`src/rtl/cap_pkg.sv`:
```
package cap_pkg;

  typedef enum logic [1:0] {
    ST_ARM  = 2'd0,
    ST_POST = 2'd1,
    ST_FULL = 2'd2
  } cap_state_e;

  // Number of writes made from the trigger sample onward, per mode.
  function automatic int post_len(int mode, int depth);
    if (mode == 0)      return 0;
    else if (mode == 1) return depth;
    else                return depth / 2;
  endfunction

  // Offset between the final write pointer and the oldest window entry.
  function automatic int base_skew(int mode);
    return (mode == 2) ? 1 : 0;
  endfunction

endpackage

```
`src/rtl/cap_ctrl.sv`:
```
module cap_ctrl
  import cap_pkg::*;
#(
  parameter int DEPTH = 16,
  parameter int MODE  = 0,
  localparam int AW   = $clog2(DEPTH)
) (
  input  logic          clk,
  input  logic          rst_n,
  input  logic          acc,
  input  logic          trig,
  output logic          wr_en,
  output logic [AW-1:0] wr_ptr,
  output logic          full
);

  localparam int  POST_N = post_len(MODE, DEPTH);
  localparam int  CW     = $clog2(DEPTH + 1);
  localparam bit  PRE_WR = (MODE != 1);
  localparam logic [CW-1:0] LAST_CNT = CW'(POST_N > 0 ? POST_N - 1 : 0);
  localparam logic [CW-1:0] POST_LIM = CW'(POST_N);

  cap_state_e    state, state_nxt;
  logic [CW-1:0] cnt;

  always_comb begin
    wr_en     = 1'b0;
    state_nxt = state;
    unique case (state)
      ST_ARM: begin
        if (acc) begin
          if (trig) begin
            wr_en     = (POST_N != 0);
            state_nxt = (POST_N == 0) ? ST_FULL : ST_POST;
          end else begin
            wr_en = PRE_WR;
          end
        end
      end
      ST_POST: begin
        if (acc) begin
          wr_en = 1'b1;
          if (cnt == LAST_CNT) state_nxt = ST_FULL;
        end
      end
      default: begin
        wr_en     = 1'b0;
        state_nxt = ST_FULL;
      end
    endcase
  end

  always_ff @(posedge clk or negedge rst_n) begin
    if (!rst_n) begin
      state  <= ST_ARM;
      cnt    <= '0;
      wr_ptr <= '0;
    end else begin
      state <= state_nxt;
      if (state == ST_ARM && acc && trig) cnt <= CW'(1);
      else if (state == ST_POST && acc)   cnt <= cnt + CW'(1);
      if (wr_en) wr_ptr <= wr_ptr + AW'(1);
    end
  end

  assign full = (state == ST_FULL);


  post_cnt_range_chk: assert property (@(posedge clk) disable iff (!rst_n)
    (state == ST_POST) |-> (cnt < POST_LIM));


  done_hold_chk: assert property (@(posedge clk) disable iff (!rst_n)
    full |=> full);


  ptr_step_chk: assert property (@(posedge clk) disable iff (!rst_n)
    wr_en |=> (wr_ptr == $past(wr_ptr) + AW'(1)));

endmodule

```
`src/rtl/cap_store.sv`:
```
module cap_store
  import cap_pkg::*;
#(
  parameter int WIDTH = 8,
  parameter int DEPTH = 16,
  parameter int MODE  = 0,
  localparam int AW   = $clog2(DEPTH)
) (
  input  logic             clk,
  input  logic             rst_n,
  input  logic             wr_en,
  input  logic [AW-1:0]    wr_ptr,
  input  logic [WIDTH-1:0] wr_data,
  input  logic [AW-1:0]    rd_addr,
  output logic [WIDTH-1:0] rd_data
);

  logic [WIDTH-1:0] mem [DEPTH];
  logic [AW-1:0]    base;
  logic [AW-1:0]    rd_idx;

  generate
    if (base_skew(MODE) != 0) begin : g_skew
      assign base = wr_ptr + AW'(base_skew(MODE));
    end else begin : g_direct
      assign base = wr_ptr;
    end
  endgenerate

  assign rd_idx = base + rd_addr;

  always_ff @(posedge clk or negedge rst_n) begin
    if (!rst_n) begin
      for (int i = 0; i < DEPTH; i++) mem[i] <= '0;
      rd_data <= '0;
    end else begin
      if (wr_en) mem[wr_ptr] <= wr_data;
      rd_data <= mem[rd_idx];
    end
  end

endmodule

```
`src/rtl/cap_buffer.sv`:
```
module cap_buffer
  import cap_pkg::*;
#(
  parameter int WIDTH = 8,
  parameter int DEPTH = 16,
  parameter int MODE  = 0,
  localparam int AW   = $clog2(DEPTH)
) (
  input  logic             clk,
  input  logic             rst_n,
  input  logic             samp_valid,
  output logic             samp_ready,
  input  logic [WIDTH-1:0] samp_data,
  input  logic             trig,
  input  logic [AW-1:0]    rd_addr,
  output logic [WIDTH-1:0] rd_data,
  output logic             done
);

  logic          acc;
  logic          wr_en;
  logic [AW-1:0] wr_ptr;
  logic          full;

  assign samp_ready = ~full;
  assign acc        = samp_valid & samp_ready;
  assign done       = full;

  cap_ctrl #(.DEPTH(DEPTH), .MODE(MODE)) u_ctrl (
    .clk    (clk),
    .rst_n  (rst_n),
    .acc    (acc),
    .trig   (trig),
    .wr_en  (wr_en),
    .wr_ptr (wr_ptr),
    .full   (full)
  );

  cap_store #(.WIDTH(WIDTH), .DEPTH(DEPTH), .MODE(MODE)) u_store (
    .clk     (clk),
    .rst_n   (rst_n),
    .wr_en   (wr_en),
    .wr_ptr  (wr_ptr),
    .wr_data (samp_data),
    .rd_addr (rd_addr),
    .rd_data (rd_data)
  );


  no_write_when_done_chk: assert property (@(posedge clk) disable iff (!rst_n)
    done |-> !wr_en);


  done_needs_sample_chk: assert property (@(posedge clk) disable iff (!rst_n)
    $rose(done) |-> $past(samp_valid));

endmodule

```
`config.mk`:
```
export PLATFORM = sky130hd
export DESIGN_NAME = cap_buffer
export DESIGN_NICKNAME = d
export VERILOG_FILES = /design/src/rtl/cap_pkg.sv /design/src/rtl/cap_ctrl.sv /design/src/rtl/cap_store.sv /design/src/rtl/cap_buffer.sv
export SDC_FILE = /design/constraint.sdc
export NUM_CORES = 1
export LEC_CHECK = 0
export BUFFER_PORTS_ARGS = -buffer_cell sky130_fd_sc_hd__buf_4
export CORE_UTILIZATION = 66
export CTS_BUF_LIST = sky130_fd_sc_hd__clkbuf_16
export CTS_CLUSTER_DIAMETER = 100
export DETAILED_ROUTE_END_ITERATION = 8
export PLACE_DENSITY = 0.95
export SLEW_MARGIN = 10
export SYNTH_ARGS = -nofsm -noshare
export SYNTH_HDL_FRONTEND = slang
export SYNTH_SLANG_ARGS = --single-unit
```
`constraint.sdc`:
```
create_clock -name clk -period 3.6 [get_ports clk]
set_input_delay 0.72 -clock clk [delete_from_list [all_inputs] [get_ports clk]]
set_output_delay 0.72 -clock clk [all_outputs]
set_load 0.02 [all_outputs]
```
==> results.py <==
metrics = {
    "synthesis": {
        "yosys_warnings": 0,
        "syn_avg_cell_area_sq_um": 13.3,
        "synth_top_cell_area_share_pct": 52.7,
        "synthesis.nets": 528,
        "async_flop_share_pct": 100,
        "synth_ff_type": "dfrtp_1",
        "synth-seq-cells": 141,
        "seq_area_frac_synth_pct": 52.7,
        "synth_edf_count": 0,
        "synthTopCellsByArea": "dfrtp_1, mux2_2, mux2i_1, nand3_1, nand3_2",
        "yosysMostFrequentCell": "dfrtp_1",
        "synth_commonest_cells": "dfrtp_1, mux2_2, mux2i_1, nand3_1, clkbuf_1",
        "synth_top_cell_by_area": "dfrtp_1",
        "synth.distinct_cells": 26,
        "syn_area_sq_mm": 0.00669,
        "syn_inst": 504,
    },
    "sta": {
        "slew_headroom_pct": 23.6,
        "timing.fmax_mhz": 345,
        "rsz0062_at_grt": "false",
        "fin_hold_ws_ps": 374,
        "skew_ps": 8.97,
        "setup_violations": 0,
        "period_minus_slack_ps": 2900,
        "fin_crit_sh_pct": 80.6,
        "finalHoldViolCount": 0,
        "fin_tns_setup_ps": 0,
        "worstMarginPinSlew_ps": 1140,
        "maxSlewViolCount": 0,
    },
    "clocking": {
        "cts_setup_buffers": 0,
        "clock_sinks": 141,
        "numCtsBuffers": 17,
        "clk_pin_slew_ps": 60,
        "tritoncts": "built",
        "holdBufCountCts": 0,
        "clockBufferDepth": 2,
        "clk_latency_ps": 430,
        "htree_num_levels": 4,
        "post_cts_resized": 0,
        "clockRootBuffer": "clkbuf_16",
    },
    "die": {
        "dieArea_sq_mm": 0.0105,
        "fp-row-count": 36,
        "start_util_pct": 68.2,
        "die_x_um": 103,
        "dieHeight_um": 103,
        "ioPinCount": 26,
        "fp.coreArea_sq_mm": 0.00982,
    },
    "setup_path": {
        "cpLargestDelayFamily": "adder cells",
        "r2r.worst_path.cells": 7,
        "critical_path_arrival_ps": 3170,
        "crit_fanout": 27,
        "critPathBufInv": 1,
        "end_kind": "flop",
        "crit_path_top_delay_cell": "fa_4",
        "worstPathRequired_ps": 3860,
        "path_depth": 7,
        "criticalPathCategory": "reg -> reg",
        "cp_common_cell": "mux2i_1",
        "slowest_delay_ps": 1020,
        "startpoint_type": "flop",
        "crit_path_cell_trace": "ha_1 -> fa_4 -> buf_12 -> mux2i_1 -> nand3_1 -> nand4_1 -> mux2i_1",
    },
    "job": {
        "maxCapViolCount": 0,
    },
    "global_routing": {
        "grt_overflow": 0,
        "grt_max_degree": 94,
        "grt_pass1_wl_um": 26400,
        "grt_usage_pct": 34.7,
        "grt_pass1_vias": 4836,
        "antenna_found_initial": 0,
    },
    "detailed_routing": {
        "routed_via_density": 6.81,
        "post_drt_wl_per_cell_um": 25.0,
        "drtIter0Drc": 335,
        "detail-route-antenna-nets": 0,
        "postRouteWirelength_um": 16700,
        "vias": 4554,
        "first_pass_iters": 5,
        "drc": 0,
    },
    "finish": {
        "syn_to_final_growth_pct": 14.9,
        "nFillCells": 503,
        "final_core_util_pct": 78.3,
        "layout-drive-gt1-share_pct": 39.4,
        "nets": 547,
        "antenna_cells": 0,
    },
    "outcome": {
        "status": "finished clean",
    },
    "placed_design": {
        "port-buffer-count": 25,
        "gp_congestion": 0.793,
        "place.detailed.hpwl_um": 9350,
    },
    "worst_hold_path": {
        "hold_class": "in -> async",
    },
    "pwr": {
        "peakVddDrop_mv": 0.334,
        "power.density_mw_per_mm2": 535,
        "leakage_nw": 3.88,
    },
}
## worst reg2reg max path, cell delays in order, from the launching register on
cell and delay [ps]:
dfrtp_1 450, ha_1 250, fa_4 1020, buf_12 280, mux2i_1 340, nand3_1 130
nand4_1 170, mux2i_1 100
## layer usage
layer	share of wire, %	wire [um]	GRT usage (%)
met1	38	6420	42.6
met2	49	8250	54.7
met3	7.1	1180	9.29
met4	5.1	857	22.3
met5	0	0	0
## state kept, by name, indices dropped and copies added, names as in the netlist
name and flops:
u_ctrl.state 1, u_store.mem 128, u_store.rd_data 8, u_ctrl.wr_ptr 4
## stage by stage
stage,power [mW],instance area (sq um),setup slack [ps],std cells
after floorplan,1.93,6690,1150,504
after global placement,2.10,7020,489,637
after detailed placement,2.11,7020,450,637
after CTS,4.11,7690,737,669
after global routing,4.21,7690,616,669
final,4.11,7690,699,669
## cell families after synthesis
family | after synthesis | synth area share [%]
adder cells (fa/ha/maj) | 8 | 1.61
AND/OR/NAND/NOR | 109 | 9.74
flip-flops | 141 | 52.7
multiplexers | 200 | 32.3
AO/OA/AOI/OAI | 3 | 0.262
buffers and inverters | 36 | 2.36
XOR/XNOR | 7 | 1.03
## layout by cell type (no fill, tap or decap), types with 2 or more instances in the layout
cell	netlist	layout
dfrtp_1	141	141
mux2_2	127	127
mux2i_1	72	72
nand3_1	64	64
buf_4	4	28
nand4_1	17	17
clkbuf_16	0	17
nand3_2	12	12
nand2_1	8	8
ha_1	7	7
bufinv_16	0	6
inv_1	4	4
xnor2_1	5	4
nor2_4	4	4
clkinv_4	0	3
buf_12	0	3
xnor2_2	1	2
clkinvlp_4	0	2
clkinv_2	0	2
## final timing paths
path	from	to	slack, ps
worst max-delay path	u_ctrl.wr_ptr[0]	u_store.rd_data[3]	700
min in group clk	samp_valid	u_ctrl.state[1]	500
max in group asynchronous	rst_n	u_store.mem[95]	2420
worst min register to register	u_store.mem[79]	u_store.mem[79]	500
worst max register to register	u_ctrl.wr_ptr[0]	u_store.rd_data[3]	700
worst min-delay path	rst_n	u_store.mem[68]	370
## report_power, final
part,switching (mW),internal (mW),leakage (nW)
combinational,0.309,0.171,1.61
sequential,0.0178,1.61,1.95
clock,0.707,1.30,0.321
total,1.03,3.08,3.88
## final cells by class
| class | instances | area [sq um] | area share, % |
|---|---|---|---|
| well taps | 133 | 166 | 2.16 |
| flip-flops and latches | 141 | 3530 | 45.9 |
| repair buffers | 32 | 282 | 3.66 |
| clock buffers | 17 | 425 | 5.53 |
| inverters | 4 | 15.0 | 0.195 |
| clock inverters | 15 | 244 | 3.17 |
| multi-input cells | 327 | 3030 | 39.4 |
(Power assumes the default switching activity.)
